**src/rtl/pmc_pkg.sv**
```systemverilog
package pmc_pkg;
  localparam logic [7:0] ADDR_CTRL = 8'h01;
  localparam logic [7:0] ADDR_KEY  = 8'h30;
  localparam logic [7:0] KEY_MAGIC = 8'hA5;

  localparam int B_SWRST  = 7;
  localparam int B_CPU    = 6;
  localparam int B_RSTOUT = 5;
  localparam int B_OTF    = 4;
  localparam int B_VIDX   = 3;
  localparam int B_RSV    = 2;
  localparam int B_AUTO   = 1;
  localparam int B_SOFT   = 0;

  typedef struct packed {
    logic cpu_sel;
    logic rst_out_en;
    logic otf_en;
    logic vid_ext;
    logic auto_en;
    logic soft_pd;
  } ctrl_t;

  localparam ctrl_t CTRL_DEFAULT = '{cpu_sel: 1'b0, rst_out_en: 1'b0, otf_en: 1'b0,
                                     vid_ext: 1'b1, auto_en: 1'b0, soft_pd: 1'b0};

  function automatic logic [7:0] ctrl_pack(ctrl_t c);
    logic [7:0] v;
    v = '0;
    v[B_CPU]    = c.cpu_sel;
    v[B_RSTOUT] = c.rst_out_en;
    v[B_OTF]    = c.otf_en;
    v[B_VIDX]   = c.vid_ext;
    v[B_AUTO]   = c.auto_en;
    v[B_SOFT]   = c.soft_pd;
    return v;
  endfunction
endpackage

```
**src/rtl/pmc_gpio_sync.sv**
```systemverilog
module pmc_gpio_sync #(
  parameter int W = 16
) (
  input  logic         clk_i,
  input  logic         rst_ni,
  input  logic [W-1:0] gpio_i,
  output logic         change_o
);
  logic [W-1:0] meta_q, sync_q, prev_q;
  logic [W-1:0] edge_w;

  always_ff @(posedge clk_i or negedge rst_ni) begin
    if (!rst_ni) begin
      meta_q <= '0;
      sync_q <= '0;
      prev_q <= '0;
    end else begin
      meta_q <= gpio_i;
      sync_q <= meta_q;
      prev_q <= sync_q;
    end
  end

  for (genvar i = 0; i < W; i++) begin : g_edge
    assign edge_w[i] = sync_q[i] ^ prev_q[i];
  end

  assign change_o = |edge_w;
endmodule

```
**src/rtl/pmc_idle_timer.sv**
```systemverilog
module pmc_idle_timer #(
  parameter int IDLE_CYCLES = 20000
) (
  input  logic clk_i,
  input  logic rst_ni,
  input  logic en_i,
  input  logic activity_i,
  output logic asleep_o
);
  localparam int CW = $clog2(IDLE_CYCLES + 1);
  localparam logic [CW-1:0] LAST = CW'(IDLE_CYCLES - 1);

  logic [CW-1:0] cnt_q;
  logic          asleep_q;

  always_ff @(posedge clk_i or negedge rst_ni) begin
    if (!rst_ni) begin
      cnt_q    <= '0;
      asleep_q <= 1'b0;
    end else if (!en_i || activity_i) begin
      cnt_q    <= '0;
      asleep_q <= 1'b0;
    end else if (!asleep_q) begin
      if (cnt_q == LAST) begin
        cnt_q    <= '0;
        asleep_q <= 1'b1;
      end else begin
        cnt_q <= cnt_q + 1'b1;
      end
    end
  end

  assign asleep_o = asleep_q;
endmodule

```
**src/rtl/pmc_key_reg.sv**
```systemverilog
module pmc_key_reg
  import pmc_pkg::*;
(
  input  logic       clk_i,
  input  logic       rst_ni,
  input  logic       wr_key_i,
  input  logic [7:0] wdata_i,
  input  logic       relock_i,
  output logic       open_o
);
  logic open_q;

  always_ff @(posedge clk_i or negedge rst_ni) begin
    if (!rst_ni)       open_q <= 1'b0;
    else if (relock_i) open_q <= 1'b0;
    else if (wr_key_i) open_q <= (wdata_i == KEY_MAGIC);
  end

  assign open_o = open_q;
endmodule

```
**src/rtl/pmc_ctrl_reg.sv**
```systemverilog
module pmc_ctrl_reg
  import pmc_pkg::*;
(
  input  logic       clk_i,
  input  logic       rst_ni,
  input  logic       wr_ctrl_i,
  input  logic [7:0] wdata_i,
  input  logic       swrst_i,
  input  logic       key_open_i,
  input  logic       slot_clr_i,
  input  logic       gpio_change_i,
  output ctrl_t      ctrl_o
);
  ctrl_t q, d;

  always_comb begin
    d = q;
    if (swrst_i) begin
      d = CTRL_DEFAULT;
    end else begin
      if (wr_ctrl_i) begin
        d.rst_out_en = wdata_i[B_RSTOUT];
        d.auto_en    = wdata_i[B_AUTO];
        d.soft_pd    = wdata_i[B_SOFT];
        if (key_open_i) begin
          d.cpu_sel = wdata_i[B_CPU];
          d.otf_en  = wdata_i[B_OTF];
          d.vid_ext = wdata_i[B_VIDX];
        end
      end else if (gpio_change_i) begin
        d.soft_pd = 1'b0;
      end
    end
    if (slot_clr_i) begin
      d.cpu_sel = 1'b0;
      d.otf_en  = 1'b0;
      d.vid_ext = 1'b0;
    end
  end

  always_ff @(posedge clk_i or negedge rst_ni) begin
    if (!rst_ni) q <= CTRL_DEFAULT;
    else         q <= d;
  end

  assign ctrl_o = q;
endmodule

```
**src/rtl/pmc_ctrl.sv**
```systemverilog
module pmc_ctrl
  import pmc_pkg::*;
#(
  parameter int GPIO_W  = 16,
  parameter int CLK_KHZ = 1000,
  parameter int IDLE_MS = 20
) (
  input  logic              clk_i,
  input  logic              rst_ni,
  input  logic [7:0]        addr_i,
  input  logic              wr_i,
  input  logic              rd_i,
  input  logic [7:0]        wdata_i,
  output logic [7:0]        rdata_o,
  input  logic              slot_occ_ni,
  input  logic [GPIO_W-1:0] gpio_i,
  input  logic              rst_src_i,
  output logic              rst_out_o,
  output logic              cpu_sel_o,
  output logic              otf_en_o,
  output logic              vid_ext_o,
  output logic              clk_stop_o,
  output logic              analog_off_o,
  output logic              auto_pd_o
);
  localparam int IDLE_CYCLES = CLK_KHZ * IDLE_MS;

  logic  wr_ctrl, wr_key, swrst, key_open, gpio_change, auto_pd, bus_act;
  logic  rst_out_en;
  ctrl_t ctrl;
  logic  unused_rsv;

  assign wr_ctrl    = wr_i && (addr_i == ADDR_CTRL);
  assign wr_key     = wr_i && (addr_i == ADDR_KEY);
  assign swrst      = wr_ctrl && wdata_i[B_SWRST];
  assign bus_act    = wr_i || rd_i;
  assign unused_rsv = wdata_i[B_RSV];

  pmc_gpio_sync #(.W(GPIO_W)) u_sync (
    .clk_i    (clk_i),
    .rst_ni   (rst_ni),
    .gpio_i   (gpio_i),
    .change_o (gpio_change)
  );

  pmc_key_reg u_key (
    .clk_i    (clk_i),
    .rst_ni   (rst_ni),
    .wr_key_i (wr_key),
    .wdata_i  (wdata_i),
    .relock_i (swrst || !slot_occ_ni),
    .open_o   (key_open)
  );

  pmc_ctrl_reg u_reg (
    .clk_i         (clk_i),
    .rst_ni        (rst_ni),
    .wr_ctrl_i     (wr_ctrl),
    .wdata_i       (wdata_i),
    .swrst_i       (swrst),
    .key_open_i    (key_open),
    .slot_clr_i    (!slot_occ_ni),
    .gpio_change_i (gpio_change),
    .ctrl_o        (ctrl)
  );

  pmc_idle_timer #(.IDLE_CYCLES(IDLE_CYCLES)) u_idle (
    .clk_i      (clk_i),
    .rst_ni     (rst_ni),
    .en_i       (ctrl.auto_en),
    .activity_i (bus_act || gpio_change),
    .asleep_o   (auto_pd)
  );

  always_comb begin
    rdata_o = '0;
    if (rd_i) begin
      unique case (addr_i)
        ADDR_CTRL: rdata_o = ctrl_pack(ctrl);
        ADDR_KEY:  rdata_o = {7'b0, key_open};
        default:   rdata_o = '0;
      endcase
    end
  end

  assign rst_out_en   = ctrl.rst_out_en;
  assign rst_out_o    = rst_out_en && rst_src_i;
  assign cpu_sel_o    = ctrl.cpu_sel;
  assign otf_en_o     = ctrl.otf_en;
  assign vid_ext_o    = ctrl.vid_ext;
  assign auto_pd_o    = auto_pd;
  assign clk_stop_o   = ctrl.soft_pd || auto_pd;
  assign analog_off_o = ctrl.soft_pd || auto_pd;
endmodule

```
**config.mk**
```make
export PLATFORM = sky130hd
export DESIGN_NAME = pmc_ctrl
export DESIGN_NICKNAME = d
export VERILOG_FILES = /design/src/rtl/pmc_pkg.sv /design/src/rtl/pmc_gpio_sync.sv /design/src/rtl/pmc_idle_timer.sv /design/src/rtl/pmc_key_reg.sv /design/src/rtl/pmc_ctrl_reg.sv /design/src/rtl/pmc_ctrl.sv
export SDC_FILE = /design/constraint.sdc
export NUM_CORES = 1
export LEC_CHECK = 0
export BUFFER_PORTS_ARGS = -buffer_cell sky130_fd_sc_hd__buf_4
export CAP_MARGIN = 10
export CORE_AREA = 5 5 92 94
export CTS_CLUSTER_SIZE = 10
export DETAILED_ROUTE_END_ITERATION = 8
export DIE_AREA = 0 0 97 99
export GPL_TIMING_DRIVEN = 0
export MAX_ROUTING_LAYER = met4
export PLACE_DENSITY_LB_ADDON = 0.05
export SYNTH_ARGS = -nofsm -noshare
export SYNTH_HDL_FRONTEND = slang
export SYNTH_HIERARCHICAL = 1
export SYNTH_SLANG_ARGS = --single-unit
export TNS_END_PERCENT = 5
```
**constraint.sdc**
```tcl
create_clock -name clk_i -period 5.9 [get_ports clk_i]
set_input_delay 0.59 -clock clk_i [delete_from_list [all_inputs] [get_ports clk_i]]
set_output_delay 0.59 -clock clk_i [all_outputs]
set_load 0.02 [all_outputs]
```
==> impl.org, run 1 <==
** Yosys
- Post-synthesis instance area :: 2920 um^2
- Yosys reg bits :: roughly 70
- Synth top area share :: roughly 60%
- Averaged over all synthesized cells, the footprint is ~13 um^2.
- For this run, the number of Yosys warnings is 6.
- Synth area leaders :: dfrtp_1 (60%), xor2_1 (4.8%), a31oi_1 (2.1%)
- Post-synth EDFFs :: 0
- The most used flip-flop cell after synthesis is dfrtp_1.
- Summing the sequential cell areas from Yosys gives ~61% of the chip area.
- Counting distinct cell types in the post-synthesis netlist gives 57.
- After technology mapping, the gate count stands at 229.
- Summed over all instances, the cell type with the most area after synthesis is dfrtp_1.
- Proportion of synthesized flip-flops having asynchronous set or reset :: 100%

** Route
- In the final routed layout, each cell accounts on average for roughly 14 um.
- Total length of routed wires :: 5.71 mm
- For this run, design rule violations remaining after detail routing come to 0.
- Antenna viol nets, final :: 0
- For this block, the via count after detailed routing is roughly 2000.
- For this block, the initial DRC count from the detailed router was 81.
- Average vias per placed instance :: ~5
- First-pass iteration count of the detailed router :: 4

** CTS
- Counting the buffers created by CTS gives 9.
- Post-CTS repair timing setup buffer count :: 0
- TritonCTS clock tree :: yes
- Cts repair resizes :: 0
- Counting every sink on the clock net gives 71.
- Source-to-sink clock delay at the later pin of the worst-skew pair :: ~0.33 ns
- Number of hold buffers added after cts :: 0
- Master cell of the clock root buffer :: clkbuf_8
- The clock passes through at most 2 buffers.
- CTS clock-pin slew for the worst setup and hold paths :: 0.08 ns
- In this run the number of H-tree levels came out at 3.

** Timing
- On the final layout, the worst hold slack is around 0.35 ns.
- Static timing analysis puts the maximum clock frequency at approximately 0.36 GHz.
- At the pin with the least slew margin, the transition time is just under 0.9 ns.
- The count of final max-slew check failures was 0.
- Hold Vio Cnt, Final :: 0
- Final worst slack :: around 3.2 ns
- Setup violations remaining at the end of the flow were counted as 0.
- Post-route minimum period :: about 2.7 ns
- Setup TNS after final layout :: 0 ns
- Post-route clock period utilization :: ~46%
- Setup repair after global routing left no endpoint under its margin.
- On the final layout, the worst clock skew is 0.00664 ns.
- Rel. slew slack :: approximately 42%

** Worst setup path
- Class of the most critical setup path :: flip-flop to flip-flop
- The signal on the critical path passes through xor2_1 > nor4_1 > nand4_1 > or3_1 > nor2b_1 > buf_1 > nand2_1 > o311ai_0 > nor2b_1.
- The critical path starts at u_sync/prev_q[1]$_DFF_PN0_.
- In this run the critical register-to-register path is captured at u_idle/cnt_q[3]$_DFFE_PN0P_.
- Broken down by cell family, the worst path's largest delay share belongs to simple AND/OR/NAND/NOR gates.
- Number of buffer and inverter instances along the worst setup path :: 1
- Most frequent cell on the critical path :: nor2b_1
- For the worst flop-to-flop path, the logic depth is 9.
- At the worst endpoint, the arrival time is roughly 3.0 ns.
- Largest incremental delay on the critical path :: between 0.4 and 0.5 ns
- In this run the register-to-register setup slack is 3.16 ns.
- Slowest cell on the critical path :: nor4_1
- Setup crit end kind :: flip-flop
- Of all nets on the critical path, the largest fanout is 10.
- Source of the worst register-to-register timing path :: u_sync/prev_q[1]$_DFF_PN0_
- Critical path data required time :: between 6 and 7 ns
- CP startpoint kind :: flip-flop

** Floorplanning
- Die width :: around 97 um
- DIE AREA :: ~9600 um^2
- Core Region :: between 7000 and 8000 um^2
- Row generation in the floorplan step produced 32 rows.
- The initial utilization of the core area, before any placement, comes to about two fifths.
- Die Y-Extent :: just under 100 um
- Pin placement for this block handled 53 I/O pins.

** Status
- The run finished with clean final reports.

** Run
- Number of violations of the max-capacitance limit :: 0

** GRT
- Via count of the first global-routing pass :: between 1500 and 2000
- Pin count of the biggest net entering global routing :: 72
- The number of antenna violations at the first check in global routing is 0.
- The first global-routing pass estimated between 9 and 10 mm of wire.
- Global-route total usage across every layer :: 13.1%
- Summed over all layers, the global routing overflow is 0.

** Layout
- After filler insertion, the fill cell instance count of the layout stands at ~690.
- Share of the core filled with cells :: about half
- Most common cell after layout, fill and taps aside :: dfrtp_1
- Final #Nets :: 330
- Commonest non-fill, non-tap cells in the layout :: dfrtp_1 (70), buf_4 (54), xor2_1 (16)
- Layout cells sized above 1 :: between 30 and 40%
- Layout-stage area growth over the synthesis result :: 25.7%
- The number of antenna diodes in the final layout is 0.
- The finished cells cover between 3000 and 4000 um^2.

** Place
- After legalization and detailed placement, the total HPWL measured around 3.9 mm.
- Routability-driven placement finished with a final weighted congestion of between 0.8 and 0.9.
- Placed cell area :: 3430 um^2
- Buffers on Ports :: 50
- Worst setup timing slack at the placement stage :: about 3.2 ns

** Hold path
- The min-delay analysis places its worst path in the category flip-flop to flip-flop.
- Along the worst hold path, the cell count comes to 0.
- In this run the most critical hold path is launched from u_sync/meta_q[2]$_DFF_PN0_.
- For hold timing, the worst endpoint is u_sync/sync_q[2]$_DFF_PN0_.

** Power and ir drop
- VDD sags by at most ~140 uV.
- Dividing total power by cell area gives a power density of between 200 and 300 nW/um^2.
- The analysis attributes to cell leakage a power of between 1.5 and 2 nW.
final cells by class:
| cell class | instances | area, um^2 | share of cell area [%] |
|---|---|---|---|
| plain buffers | 10 | 75.1 | 2.04 |
| clock buffers | 10 | 128 | 3.47 |
| clock inverters | 6 | 116 | 3.17 |
| inverters | 11 | 41.3 | 1.12 |
| multi-input cells | 138 | 1030 | 28.1 |
| flip-flops and latches | 71 | 1780 | 48.4 |
| well taps | 102 | 128 | 3.47 |
| repair buffers | 50 | 375 | 10.2 |
logic make-up after synthesis:
| kind of cell | synth area share [%] |
|---|---|
| other cells | 0.128 |
| flops | 60.8 |
| mux | 1.07 |
| simple gates | 18.1 |
| fa+ha+maj | 0.428 |
| xor+xnor | 5.09 |
| compound gates | 10.4 |
| buf+inv | 3.98 |
cells in the mapped netlist, types with 3 or more instances:
master / count
a31oi_1: 10
a21oi_1: 5
nand3_1: 5
dfrtp_1: 70
nor4_1: 9
o311a_1: 4
xor2_1: 16
or3_1: 3
inv_1: 11
nor2_1: 14
buf_4: 4
nand4_1: 3
nor4_2: 5
nand2_1: 7
nor3_1: 3
nor2b_1: 4
buf_6: 3
flip-flops by register name (all words and copies together), names as in the netlist:
signal / flops
u_sync/meta_q: 16
u_sync/prev_q: 16
u_sync/sync_q: 16
u_idle/cnt_q: 15
u_reg/ctrl_o: 6
u_idle/asleep_o: 1
u_key/open_o: 1
metal layers:
metal	share of wire, %	vias up	track usage [%]	wire length, um
li1	-	960	-	-
met1	47	966	17.5	2670
met2	46	52	18.1	2630
met3	6.1	7	5.10	347
met4	1.1	0	4.54	65
met5	0	-	-	0
report_power, final:
group | leakage, nW | internal, mW | switching (mW)
Clock | 0.121 | 0.285 | 0.186
Sequential | 0.877 | 0.504 | 0.00759
Combinational | 0.589 | 0.0254 | 0.0244
how the worst max path moves through the flow:
| stage | to | slack (ns) | depth (start not counted) |
|---|---|---|---|
| finish | u_idle/cnt_q[3]$_DFFE_PN0P_ | 3.16 | 9 |
| global route | u_idle/cnt_q[5]$_DFFE_PN0P_ | 2.89 | 9 |
| CTS | u_idle/cnt_q[3]$_DFFE_PN0P_ | 3.15 | 9 |
| detailed placement | u_idle/cnt_q[14]$_DFFE_PN0P_ | 3.17 | 9 |
| global placement | u_idle/cnt_q[3]$_DFFE_PN0P_ | 3.16 | 9 |
| floorplan | rdata_o[0] | 3.56 | 3 |
through the flow:
step | power, mW | cells
2_1_floorplan | 0.537 | 230
3_3_place_gp | 0.572 | 382
3_5_place_dp | 0.572 | 382
4_1_cts | 1.05 | 398
5_1_grt | 1.08 | 398
6_report | 1.03 | 398
No activity file was read; power rests on OpenSTA's default activity.
==> run 2: changes to the inputs <==
clock period = 2.3 ns   (was 5.9 ns; I/O delays follow)
==> impl.org, run 2 (same netlist as run 1, synthesis figures left out) <==
** Layout
- The post-route core utilization was 51.7% (+3.1 points).
- Diode insertion count for antenna repair :: 0 (unchanged)
- Registers with the highest flip-flop counts :: u_sync/meta_q (16), u_sync/prev_q (16), u_sync/sync_q (16)
- The proportion of layout cells with a drive suffix above 1 is 33.7% (+1.6 points).
- Layout Cell Area excl Fill :: 3910 um^2 (+6.5%)
- Compared with the post-synthesis result, the final layout area differs by 33.8%.
- Commonest non-fill, non-tap cells in the layout :: dfrtp_1 (70), buf_4 (55), dlygate4sd3_1 (16), xor2_1 (16), nor2_1 (14)
- Final #Nets :: 346 (+4.8%)
- The library cell used most frequently in the layout, excluding fill and tap cells, is dfrtp_1.

** Floorplanning
- The die footprint is 9600 um^2 (unchanged).
- Std cell rows :: 32 (unchanged)
- The height of the chip is 99 um (unchanged).
- The starting utilization of the core area was 38.6% (unchanged).
- IO Pins :: 53 (unchanged)
- Core Region :: 7570 um^2 (unchanged)
- The horizontal die dimension was 97 um (unchanged).

** Timing
- Layout Skew :: 0.00588 ns (-0.000762 ns)
- Total count of max-transition violations in the final report :: 0 (unchanged)
- Rel. slew slack :: 42.3% (+0.16 points)
- Fmax :: 0.435 GHz (+19%)
- Setup repair after global routing could not meet its margin everywhere.
- Post-route minimum period :: 2.30 ns (-0.440 ns)
- Hold Vio Cnt, Final :: 0 (unchanged)
- Tightest hold margin :: 0.00238 ns (-0.346 ns)
- The fraction of the cycle the final worst path needs was 100% (+54 points).
- The pin slew with the least headroom to its limit is 0.865 ns (-0.00239 ns).
- Final-report setup violation count :: 1 (+1)
- Final worst slack :: -0.000167 ns (-3.16 ns)

** Route
- Post-route DRC :: 0 (unchanged)
- The post-detailed-route wirelength per cell is 14.2 um (-1.2%).
- The number of vias in the routed layout is 2038 (+2.7%).
- The number of design-rule violations left by the first detailed-router iteration was 83 (+2.5%).
- The count of antenna-violating nets left after detailed routing was 0 (unchanged).
- The total routed wirelength is 5.87 mm (+2.8%).
- The number of vias per cell after detailed routing came to 4.92 (-1.3%).
- First-pass iteration count of the detailed router :: 4 (unchanged)

** CTS
- H-tree lvl count :: 3 (unchanged)
- Cts bufs inserted :: 9 (unchanged)
- TritonCTS clock tree :: yes
- The latest clock arrival within the worst-skew pair came to 0.33 ns (about the same).
- The maximum root-to-sink buffer count was 2 (unchanged).
- Clk sinks :: 71 (unchanged)
- CTS clock-pin slew for the worst setup and hold paths :: 0.08 ns (about the same)
- Master cell of the clock root buffer :: clkbuf_8

** Power and ir drop
- IR drop worst, VDD :: 359 uV (+160%)
- The ratio of total power to cell area was 683 nW/um^2 (+140%).
- The reported leakage power came to 1.70 nW (+7.4%).

** GRT
- Congestion Overflow GR :: 0 (unchanged)
- Pin count of the biggest net entering global routing :: 72 (unchanged)
- Met2 usage in global routing :: 19.5% (+1.4 points)
- The global routing stage identified its most utilized layer as met2.
- The number of antenna violations at the first check in global routing was 0 (unchanged).
- The wire length of the first global-routing pass is 10.0 mm (+3.6%).
- The global routing usage on met1 is 17.7% (+0.18 points).
- The fraction of met3 tracks used by global routing was 5.17% (+0.071 points).
- Global-route total usage across every layer :: 13.5% (+0.45 points)
- The number of global-route vias before repair came to 2002 (+3.0%).

** Worst setup path
- The number of cells on the worst reg-to-reg path came to 8 (-1).
- The worst endpoint data arrival time was 2.57 ns (-0.44 ns).
- The setup slack of the worst register-to-register path came to -0.0002 ns (-3.16 ns).
- Worst-path fanout max :: 10 (unchanged)
- The worst setup path is launched from a flip-flop.
- Class of the most critical setup path :: flip-flop to flip-flop
- Critical path data required time :: 2.57 ns (-3.60 ns)
- Source of the worst register-to-register timing path :: u_sync/sync_q[9]$_DFF_PN0_
- The worst setup path is captured at a flip-flop.
- In this run the critical register-to-register path is captured at u_idle/cnt_q[8]$_DFFE_PN0P_.

** Place
- The count of input and output buffers was 50 (unchanged).
- The total placed instance area was 3430 um^2 (unchanged).
- HPWL after DPL :: 3.87 mm (unchanged)
- Final RePlAce weighted congestion :: 0.803 (unchanged)

** Hold path
- In this run the worst hold path is classified as input port to async pin.

** Status
- The run finished, with violations left.
- The checks that failed: setup timing.

** Run
- The number of maximum-capacitance constraint violations was 0 (unchanged).
[run 2: changes by cell type in the layout (fill, tap and decap cells not counted), moves of 2 or more]
cell,previous run,this run
nor4_2,5,8
clkbuf_1,3,1
nor4_1,9,6
dlygate4sd3_1,0,16
[run 2: worst max-delay path by stage]
stage,start,to,slack (ns),cells past startpoint
floorplan,u_sync/prev_q[5]$_DFF_PN0_,u_idle/cnt_q[14]$_DFFE_PN0P_,0.12,9
global placement,u_sync/sync_q[1]$_DFF_PN0_,u_idle/cnt_q[3]$_DFFE_PN0P_,-0.44,9
detailed placement,u_sync/prev_q[1]$_DFF_PN0_,u_idle/cnt_q[14]$_DFFE_PN0P_,-0.43,9
CTS,u_sync/sync_q[9]$_DFF_PN0_,u_idle/cnt_q[8]$_DFFE_PN0P_,-0.04,8
global route,u_sync/prev_q[12]$_DFF_PN0_,u_idle/cnt_q[10]$_DFFE_PN0P_,-0.14,8
finish,u_sync/sync_q[9]$_DFF_PN0_,u_idle/cnt_q[8]$_DFFE_PN0P_,-0.0002,8
[run 2: where the power goes]
| part | switching (mW) | leakage (nW) | total (mW) | internal, mW |
|---|---|---|---|---|
| logic | 0.0694 | 0.706 | 0.153 | 0.0836 |
| clock network | 0.476 | 0.121 | 1.21 | 0.731 |
| registers | 0.0199 | 0.877 | 1.31 | 1.29 |
[run 2: per-layer routing]
metal / share of wire, % / routed length [um]
met1: 45 / 2650
met2: 48 / 2800
met3: 5.9 / 345
met4: 1.1 / 65
met5: 0 / 0
[run 2: layout make-up]
type	instances	area (um^2)
fill	671	3650
sequential	71	1780
multi-input combinational	138	1080
timing repair buffer	67	543
clock buffer	10	128
tap	102	128
clock inverter	6	116
buffer	9	100
inverter	11	41.3
[run 2: critical path, stage by stage, from the launching register on]
cell and delay, ns:
dfrtp_1 0.39, xor2_1 0.15, nor4_2 0.32, nand4_1 0.19
or3_4 0.37, nand2b_4 0.19, clkbuf_16 0.18, o311a_1 0.35
nor2_1 0.08
[run 2: metrics by stage]
step	worst slack (ns)	TNS, ns	cells	power [mW]
2_1_floorplan	0.124	0	230	1.38
3_3_place_gp	-0.438	-5.48	382	1.47
3_5_place_dp	-0.431	-5.38	382	1.47
4_1_cts	-0.0371	-0.105	413	2.72
5_1_grt	-0.144	-1.35	414	2.79
6_report	-0.000167	-0.000167	414	2.67
[run 2: repair_timing]
action	in CTS	in global routing
hold buffers	16	0
hold endpoints to repair	16	0
buffers inserted	0	1
pin swaps	3	3
cloned	0	0
resized for setup	11	5
setup endpoints to repair	16	13
